`config.mk`:
```
export PLATFORM = sky130hd
export DESIGN_NAME = ccr_regfile
export DESIGN_NICKNAME = d
export VERILOG_FILES = /design/src/rtl/ccr_pkg.sv /design/src/rtl/ccr_strobe_sync.sv /design/src/rtl/ccr_addr_decode.sv /design/src/rtl/ccr_store.sv /design/src/rtl/ccr_regfile.sv
export SDC_FILE = /design/constraint.sdc
export NUM_CORES = 2
export LEC_CHECK = 0
export BUFFER_PORTS_ARGS = -buffer_cell sky130_fd_sc_hd__buf_2
export CAP_MARGIN = 0
export CORE_ASPECT_RATIO = 0.6
export CORE_UTILIZATION = 25
export DETAILED_ROUTE_END_ITERATION = 7
export PLACE_DENSITY = 0.45
export SYNTH_ARGS = -nofsm -noshare
export SYNTH_HDL_FRONTEND = slang
export SYNTH_SLANG_ARGS = --single-unit
```
`constraint.sdc`:
```
create_clock -name clk -period 2.7 [get_ports clk]
set_clock_uncertainty 0.2 [all_clocks]
set_input_delay 0.135 -clock clk [delete_from_list [all_inputs] [get_ports clk]]
set_output_delay 0.135 -clock clk [all_outputs]
set_load 0.01 [all_outputs]
```
`src/rtl/ccr_pkg.sv`:
```
package ccr_pkg;
  localparam int DW     = 10;             // word width
  localparam int AW     = 9;              // address width
  localparam int SW     = 5;              // set-select width
  localparam int TAPS   = 8;              // taps per set
  localparam int CTRL_N = 4;              // control words
  localparam int SETS   = 1 << SW;
  localparam int TW     = $clog2(TAPS);
  localparam int CW     = $clog2(CTRL_N);

  typedef enum logic [1:0] {K_NONE, K_COEF, K_CTRL} kind_e;

  // Region of an address: coefficient, control or unmapped.
  function automatic kind_e addr_kind(input logic [AW-1:0] a);
    if (!a[AW-1])                          return K_COEF;
    else if (int'(a[AW-2:0]) < CTRL_N)     return K_CTRL;
    else                                   return K_NONE;
  endfunction

  function automatic logic [SW-1:0] addr_set(input logic [AW-1:0] a);
    return a[TW +: SW];
  endfunction

  function automatic logic [TW-1:0] addr_tap(input logic [AW-1:0] a);
    return a[TW-1:0];
  endfunction

  function automatic logic [CW-1:0] addr_ctrl(input logic [AW-1:0] a);
    return a[CW-1:0];
  endfunction
endpackage

```
`src/rtl/ccr_strobe_sync.sv`:
```
module ccr_strobe_sync #(
  parameter int STAGES = 2
) (
  input  logic clk,
  input  logic rst_n,
  input  logic stb_async,
  output logic stb_fall,
  output logic stb_rise
);
  logic [STAGES:0] chain;

  always_ff @(posedge clk or negedge rst_n) begin
    if (!rst_n) chain <= '1;
    else        chain <= {chain[STAGES-1:0], stb_async};
  end

  assign stb_fall = chain[STAGES] & ~chain[STAGES-1];
  assign stb_rise = ~chain[STAGES] & chain[STAGES-1];

  // a detected edge lasts exactly one cycle
  a_r9_rise_single: assert property (@(posedge clk) disable iff (!rst_n)
    stb_rise |=> !stb_rise);
  a_r9_fall_single: assert property (@(posedge clk) disable iff (!rst_n)
    stb_fall |=> !stb_fall);
endmodule

```
`src/rtl/ccr_addr_decode.sv`:
```
module ccr_addr_decode
  import ccr_pkg::*;
#(
  parameter int A_W = AW
) (
  input  logic            clk,
  input  logic            rst_n,
  input  logic            capture,
  input  logic [A_W-1:0]  addr_in,
  output kind_e           kind,
  output logic [SW-1:0]   set_idx,
  output logic [TW-1:0]   tap_idx,
  output logic [CW-1:0]   ctrl_idx
);
  logic [A_W-1:0] addr_q;

  always_ff @(posedge clk or negedge rst_n) begin
    if (!rst_n)       addr_q <= '0;
    else if (capture) addr_q <= addr_in;
  end

  always_comb begin
    kind     = addr_kind(addr_q);
    set_idx  = addr_set(addr_q);
    tap_idx  = addr_tap(addr_q);
    ctrl_idx = addr_ctrl(addr_q);
  end

  // the latched address moves only on a detected falling strobe
  a_r2_addr_held: assert property (@(posedge clk) disable iff (!rst_n)
    !capture |=> $stable(addr_q));
endmodule

```
`src/rtl/ccr_store.sv`:
```
module ccr_store
  import ccr_pkg::*;
#(
  parameter int D_W = DW
) (
  input  logic                    clk,
  input  logic                    rst_n,
  input  logic                    commit,
  input  kind_e                   kind,
  input  logic [SW-1:0]           set_idx,
  input  logic [TW-1:0]           tap_idx,
  input  logic [CW-1:0]           ctrl_idx,
  input  logic [D_W-1:0]          wdata,
  input  logic [SW-1:0]           sel_q,
  output logic [TAPS*D_W-1:0]     taps_out,
  output logic [CTRL_N*D_W-1:0]   ctrl_out
);
  logic [SETS-1:0][TAPS-1:0][D_W-1:0] coef_mem;
  logic [CTRL_N-1:0][D_W-1:0]         ctrl_mem;
  logic coef_we, ctrl_we;

  assign coef_we = commit && (kind == K_COEF);
  assign ctrl_we = commit && (kind == K_CTRL);

  always_ff @(posedge clk or negedge rst_n) begin
    if (!rst_n)       coef_mem <= '0;
    else if (coef_we) coef_mem[set_idx][tap_idx] <= wdata;
  end

  always_ff @(posedge clk or negedge rst_n) begin
    if (!rst_n)       ctrl_mem <= '0;
    else if (ctrl_we) ctrl_mem[ctrl_idx] <= wdata;
  end

  for (genvar t = 0; t < TAPS; t++) begin : g_tap
    assign taps_out[t*D_W +: D_W] = coef_mem[sel_q][t];
  end
  for (genvar c = 0; c < CTRL_N; c++) begin : g_ctrl
    assign ctrl_out[c*D_W +: D_W] = ctrl_mem[c];
  end

  // a coefficient commit lands in the decoded slot
  a_r5_coef_lands: assert property (@(posedge clk) disable iff (!rst_n)
    coef_we |=> coef_mem[$past(set_idx)][$past(tap_idx)] == $past(wdata));
  // a control commit lands in the decoded word
  a_r6_ctrl_lands: assert property (@(posedge clk) disable iff (!rst_n)
    ctrl_we |=> ctrl_mem[$past(ctrl_idx)] == $past(wdata));
  // unmapped commits touch nothing
  a_r7_unmapped_ignored: assert property (@(posedge clk) disable iff (!rst_n)
    (commit && kind == K_NONE) |=> ($stable(coef_mem) && $stable(ctrl_mem)));
  // no commit, no change
  a_r9_quiet_hold: assert property (@(posedge clk) disable iff (!rst_n)
    !commit |=> ($stable(coef_mem) && $stable(ctrl_mem)));
endmodule

```
`src/rtl/ccr_regfile.sv`:
```
module ccr_regfile
  import ccr_pkg::*;
(
  input  logic                   clk,
  input  logic                   rst_n,
  input  logic                   wr_stb,
  input  logic [AW-1:0]          wr_addr,
  input  logic [DW-1:0]          wr_data,
  input  logic [SW-1:0]          set_sel,
  output logic [TAPS*DW-1:0]     coef_taps,
  output logic [CTRL_N*DW-1:0]   ctrl_words
);
  logic          stb_fall, stb_rise;
  kind_e         kind;
  logic [SW-1:0] set_idx;
  logic [TW-1:0] tap_idx;
  logic [CW-1:0] ctrl_idx;
  logic [SW-1:0] sel_q;

  ccr_strobe_sync #(.STAGES(2)) u_sync (
    .clk       (clk),
    .rst_n     (rst_n),
    .stb_async (wr_stb),
    .stb_fall  (stb_fall),
    .stb_rise  (stb_rise)
  );

  ccr_addr_decode #(.A_W(AW)) u_dec (
    .clk      (clk),
    .rst_n    (rst_n),
    .capture  (stb_fall),
    .addr_in  (wr_addr),
    .kind     (kind),
    .set_idx  (set_idx),
    .tap_idx  (tap_idx),
    .ctrl_idx (ctrl_idx)
  );

  always_ff @(posedge clk or negedge rst_n) begin
    if (!rst_n) sel_q <= '0;
    else        sel_q <= set_sel;
  end

  ccr_store #(.D_W(DW)) u_store (
    .clk      (clk),
    .rst_n    (rst_n),
    .commit   (stb_rise),
    .kind     (kind),
    .set_idx  (set_idx),
    .tap_idx  (tap_idx),
    .ctrl_idx (ctrl_idx),
    .wdata    (wr_data),
    .sel_q    (sel_q),
    .taps_out (coef_taps),
    .ctrl_out (ctrl_words)
  );

  // the registered select follows the input one clock later
  a_r4_sel_tracks: assert property (@(posedge clk) disable iff (!rst_n)
    1'b1 |=> sel_q == $past(set_sel));
  // with no commit and a steady select, the tap bus holds
  a_r8_bus_steady: assert property (@(posedge clk) disable iff (!rst_n)
    (!stb_rise && set_sel == sel_q) |=> $stable(coef_taps));
endmodule

```
# == Word level (Yosys, flattened, before mapping) ==
# Index checks and enable logic that the tools add are counted.
# word_totals
ff_bits,2617
latchBits,0
mem_bits_rw,0
mem_bits_ro,0
inputBits,27
out_inout_bits,120
memories,0
# op_classes
add_sub_neg,0
mul,0
n_div,0
order_cmp,8
n_eq_ne,2
shift,0
muxes,12
bitwise,4
reduce_logical,5
# ops
cell,count
2560-bit bitwise mux,1
80-bit binary-select mux with 5-bit select,1
80-bit demux with 5-bit select,1
80-bit two-way mux,2
40-bit bitwise mux,1
10-bit demux with 3-bit select,1
10-bit demux with 2-bit select,1
10-bit two-way mux,2
"5-bit by 6-bit less-than comparator with 1-bit output, second input constant",2
"8-bit by 3-bit less-than comparator with 1-bit output, second input constant",1
"5-bit by 1-bit >= comparator with 1-bit output, second input constant",1
1-bit logical AND,5
"3-bit by 4-bit less-than comparator with 1-bit output, second input constant",1
2-bit two-way mux,2
"3-bit by 1-bit >= comparator with 1-bit output, second input constant",1
"2-bit by 3-bit less-than comparator with 1-bit output, second input constant",1
1-bit bitwise AND,2
"2-bit by 1-bit == test with 1-bit output, second input constant",1
"2-bit == test, second input constant",1
"2-bit by 1-bit >= comparator with 1-bit output, second input constant",1
1-bit NOT,2

# == Logic depth before layout (Yosys ltp) ==
# depth
word_depth,7
ltp_mapped,9
depth_no_buf,4

# == Hierarchy ==
# From an unflattened synthesis, not the netlist that was laid out.
# hier_totals
cells_unflattened,7257
hier_area_um2,117280.0
# modules_own_cells
mod,n_inst,cells_per_inst,area_per_inst_um2,seq_area_each_um2
ccr_store,1,7214,116629.4,65062.4
ccr_addr_decode,1,33,431.7,225.2
ccr_regfile,1,5,125.1,125.1
ccr_strobe_sync,1,5,93.8,78.8

# == Worst setup path before layout ==
# OpenSTA, ideal clock, no wires.
# synth_path
path_kind,register to register
start,register u_dec.addr_q[8]
end,register u_store.coef_mem[1450] (netlist name)
setup_ps,125
arrival_time_ps,2120
t_required_ps,2375
path_slack_ps,255
path_stages_with_launch,8
n_path_buf,3
cell_sequence,dfrtp_1 > or3_1 > buf_2 > or3_1 > buf_6 > buf_8 > nor2_8 > mux2_2
# synth_via
elab_chain_cells,3
# synth_lines
element,line_no,text
"start, declared",ccr_addr_decode.sv:15,logic [A_W-1:0] addr_q;
"start signal, assigned",ccr_addr_decode.sv:19,else if (capture) addr_q <= addr_in;
2-bit two-way mux,ccr_pkg.sv:15,if (!a[AW-1]) return K_COEF;
2-bit by 1-bit == test with 1-bit output,ccr_store.sv:22,assign coef_we = commit && (kind == K_COEF);
1-bit logical AND,ccr_store.sv:22,
"end signal, assigned by index",ccr_store.sv:27,else if (coef_we) coef_mem[set_idx][tap_idx] <= wdata;
"end, declared",ccr_store.sv:18,logic [SETS-1:0][TAPS-1:0][D_W-1:0] coef_mem;
# Every way passes these cells.
# A chain may end at the register's enable or synchronous reset.

# == Final worst setup path ==
# layout_path
start,register sel_q[0]
end,output coef_taps[20]
# layout_via
elab_chain_cells,2
# layout_lines
element,line_no,text
"start, declared",ccr_regfile.sv:18,logic [SW-1:0] sel_q;
"start signal, assigned",ccr_regfile.sv:41,else sel_q <= set_sel;
80-bit binary-select mux with 5-bit select,ccr_store.sv:36,assign taps_out[t*D_W +: D_W] = coef_mem[sel_q][t];
80-bit two-way mux,n/a,
"end, declared",ccr_regfile.sv:10,"output logic [TAPS*DW-1:0] coef_taps,"
# Every way passes these cells. The select of a mux whose other input is x is not followed.

==> out/qor.csv <==
stage,metric,value,unit
run_status,status,"finished, violations left",
run_status,failing checks,"design-rule violations, negative setup slack",
global_routing,initial antenna violation count,20,
setup_path,CP cell instances,buf_6 -> buf_12 -> buf_16 -> mux4_2 -> a22oi_2 -> buf_6 -> nand4_1 -> buf_6 -> buf_6,
power_and_ir_drop,VDD IR max,0.507,mV
floorplanning,row cnt,195,
power_and_ir_drop,Clock power frac,0.434,
setup_path,r2r endpoint,u_store.coef_mem[2217]$_DFFE_PN0P_,
timing,max-slew violations,0,
synth,Yosys top cell by area,dfrtp_1,
synth,XOR/XNOR share of the synthesized area,0,
setup_path,Reg2Reg Setup Slack,-0.14,ns
hold_path,min-delay src,u_sync.chain[0]$_DFF_PN1_,
finish,Reg area,65500,um2
timing,final hold vios,0,
synth,Synth Area in Compound Gates,0.0191,
clocking,Worst-Skew Late Latency,0.90,ns
timing,final critical-path share of the clock period,1.40,
floorplanning,Die Width,890,um
floorplanning,Initial Utilization,0.251,
synth,post-synthesis mux area share,0.370,
power_and_ir_drop,Pint,69.0,mW
global_routing,grt ovf,0,
finish,final instance area,153000,um2
placement,dpl cell area,136000,um2
finish,Multi-input gate area,54200,um2
timing,Fin Hold WS,0.159,ns
finish,fillers,45553,
synth,Post-synth EDFFs,0,
clocking,CTS buffer count,281,
synth,largest family of logic cells by synthesized area,multiplexers,
power_and_ir_drop,Sw Share,0.257,
finish,share of layout cells above drive strength 1,0.631,
floorplanning,I/O pin cnt,147,
finish,Final nets,8376,
synth,simple-gate share of the synthesized area,0.0372,
clocking,Clock transition at path regs,0.07,ns
timing,fin crit period,3.79,ns
synth,Yosys warnings,0,
synth,adder-cell share of the synthesized area,0,
setup_path,CP dominant cell by count,buf_6,
placement,post-DP HPWL,284,mm
synth,Post-Syn Instances,7372,
timing,RSZ-0062 raised after global routing,yes,
synth,cell area after synthesis,118000,um2
floorplanning,Core Footprint,470000,um2
timing,Rel. slew slack,0.280,
setup_path,crit end category,primary output,
clocking,CTS root buf,clkbuf_16,
setup_path,crit path max-delay cell type,mux4_2,
timing,Max Clock Freq,0.264,GHz
finish,"Area growth, synth to finish",29.5,%
synth,Synth Flop Type,dfrtp_1,
timing,Final Setup Violations,354,
setup_path,"Data required, critical path",2.37,ns
placement,PortBufs,146,
power_and_ir_drop,PwrDens,607,nW/um2
clocking,H-tree depth,5,
setup_path,Reg2Reg Depth,8,
synth,"top cells by count, synth","2614 x dfrtp_1, 2609 x mux2_2, 578 x mux4_2",
synth,Synth Net Count,7399,
power_and_ir_drop,combinational share of power,0.115,
route,initial DRC count,5179,
floorplanning,total die area,476000,um2
placement,gpl congestion,0.774,
route,routed length per instance,28.7,um
power_and_ir_drop,Seq pwr share,0.451,
synth,Yosys cell types,37,
global_routing,Total GRT Usage,0.174,
synth,Synth top area share,0.553,
route,Via density,4.83,
setup_path,Critical Path Start Type,flop,
route,Routed Antenna Nets,0,
global_routing,largest net degree at the start of global routing,125,
synth,"Avg Cell Area, Syn",16.0,um2
route,Vias,71826,
power_and_ir_drop,Net Sw Power,23.9,mW
synth,"count leader, synth",dfrtp_1,
synth,sequential area share after synthesis,0.554,
setup_path,CP Max Fanout,5,
synth,synth top area cells,"dfrtp_1 55%, mux2_2 25%, mux4_2 11%, nor2_8 1.5%, o22ai_1 1.3%",
global_routing,vias in the first global route,75395,
global_routing,first-pass GRT wire length,597,mm
hold_path,hold crit path type,flop to flop,
setup_path,RR Startpoint,u_dec.addr_q[8]$_DFFE_PN0P_,
route,DRC,4,
floorplanning,Die Height,535,um
timing,worst setup slack after layout,-1.09,ns
route,Detailed Route WL,427,mm
clocking,CTS sink cnt,2617,
route,TritonRoute pass-1 iters,8,
synth,#FFs+latches synth,2617,
hold_path,hold endpoint,u_sync.chain[1]$_DFF_PN1_,
setup_path,Crit path largest cell delay,0.55,ns
timing,Slew @ Worst Pin,1.08,ns
clocking,clk buf depth,4,
flow_run,MaxCap Viol Count,0,
setup_path,WS Path Type,flop to primary output,
power_and_ir_drop,Leak,69.5,nW
clocking,TritonCTS clock tree,done,
synth,"FFs w/ async S/R, synth",1.00,
hold_path,Hold Crit Depth,0,
setup_path,WP data arrival,3.45,ns
==> cell families after synthesis <==
kind of cell / count (synthesis)
multiplexers: 3315
flip-flops: 2617
buffers and inverters: 562
AND/OR/NAND/NOR: 530
AO/OA/AOI/OAI: 348
==> layer usage <==
metal | vias up | GRT usage | wire length, um
met3 | 406 | 0.0347 | 23100
met1 | 40193 | 0.263 | 211000
met2 | 1494 | 0.255 | 184000
li1 | 29731 | - | -
met5 | - | 0 | 13
met4 | 2 | 0.0372 | 9080
==> worst max path at each step <==
stage	startpoint	endpoint	slack, ns
4_1_cts	sel_q[0]$_DFF_PN0_	coef_taps[67]	-1.17
5_1_grt	sel_q[0]$_DFF_PN0_	coef_taps[20]	-1.14
6_report	sel_q[0]$_DFF_PN0_	coef_taps[20]	-1.09
2_1_floorplan	u_dec.addr_q[8]$_DFFE_PN0P_	u_store.coef_mem[1450]$_DFFE_PN0P_	0.26
3_5_place_dp	sel_q[0]$_DFF_PN0_	coef_taps[27]	-0.61
3_3_place_gp	sel_q[0]$_DFF_PN0_	coef_taps[27]	-0.62
==> critical path, delay by kind of cell, from the launching register on <==
kind,cells,cell delay (ns)
buffers and inverters,6,1.00
AO/OA/AOI/OAI,1,0.21
multiplexers,1,0.55
flip-flops,1,0.52
AND/OR/NAND/NOR,1,0.25
==> sequential cells by signal (all words and copies together) (netlist names) <==
| signal | flops |
|---|---|
| u_dec.addr_q | 9 |
| u_store.coef_mem | 2560 |
| u_store.ctrl_out | 40 |
| sel_q | 5 |
| u_sync.chain | 3 |
==> what timing repair did <==
item / in CTS / in global routing
endpoints found under the setup margin: 409 / 582
gates cloned: 17 / 38
gates resized for setup: 402 / 539
endpoints found under the hold margin: 4772 / 0
hold buffers: 45 / 0
setup buffers: 61 / 144
pin swaps: 38 / 150
==> cell type report <==
cell class,count,share of cell area
sequential,2617,0.428
multi-input combinational,4209,0.354
timing repair buffer,1240,0.105
clock buffer,399,0.0531
tap,6304,0.0515
clock inverter,91,0.00780
antenna,5,0.0000817
==> placed cells by master, fill, tap and decap left out, types with 52 or more instances in the layout <==
cell type	instances
nor4_4	52
nand2_1	80
clkbuf_16	309
buf_4	472
clkbuf_1	60
mux2_2	2463
dfrtp_1	2608
mux2_4	146
o22ai_1	56
o22ai_2	100
nor2_8	90
nand2_2	52
mux4_2	578
buf_12	401
o22ai_4	92
buf_2	76
a22oi_1	55
mux2i_1	127
buf_6	159
nor2_4	58
==> power by group through the flow <==
stage | Clock (mW) | Sequential, mW | Combinational, mW
6_report | 40.3 | 41.9 | 10.7
5_1_grt | 43.0 | 42.1 | 11.4
4_1_cts | 41.4 | 41.9 | 10.2
3_5_place_dp | 0 | 42.6 | 9.34
3_3_place_gp | 0 | 42.5 | 9.16
2_1_floorplan | 0 | 42.3 | 4.59
==> metrics by stage <==
stage	setup TNS, ns	std cells	power (mW)	setup slack, ns	utilization
after floorplan	0	7372	46.8	0.255	-
after global placement	-22.12	14110	51.6	-0.617	0.288
after detailed placement	-18.76	14110	51.9	-0.608	0.288
after CTS	-96.71	14716	93.5	-1.17	0.316
after global routing	-102.92	14861	96.5	-1.14	0.325
final	-85.54	14865	92.9	-1.09	0.325
No activity file was read; power rests on OpenSTA's default activity.
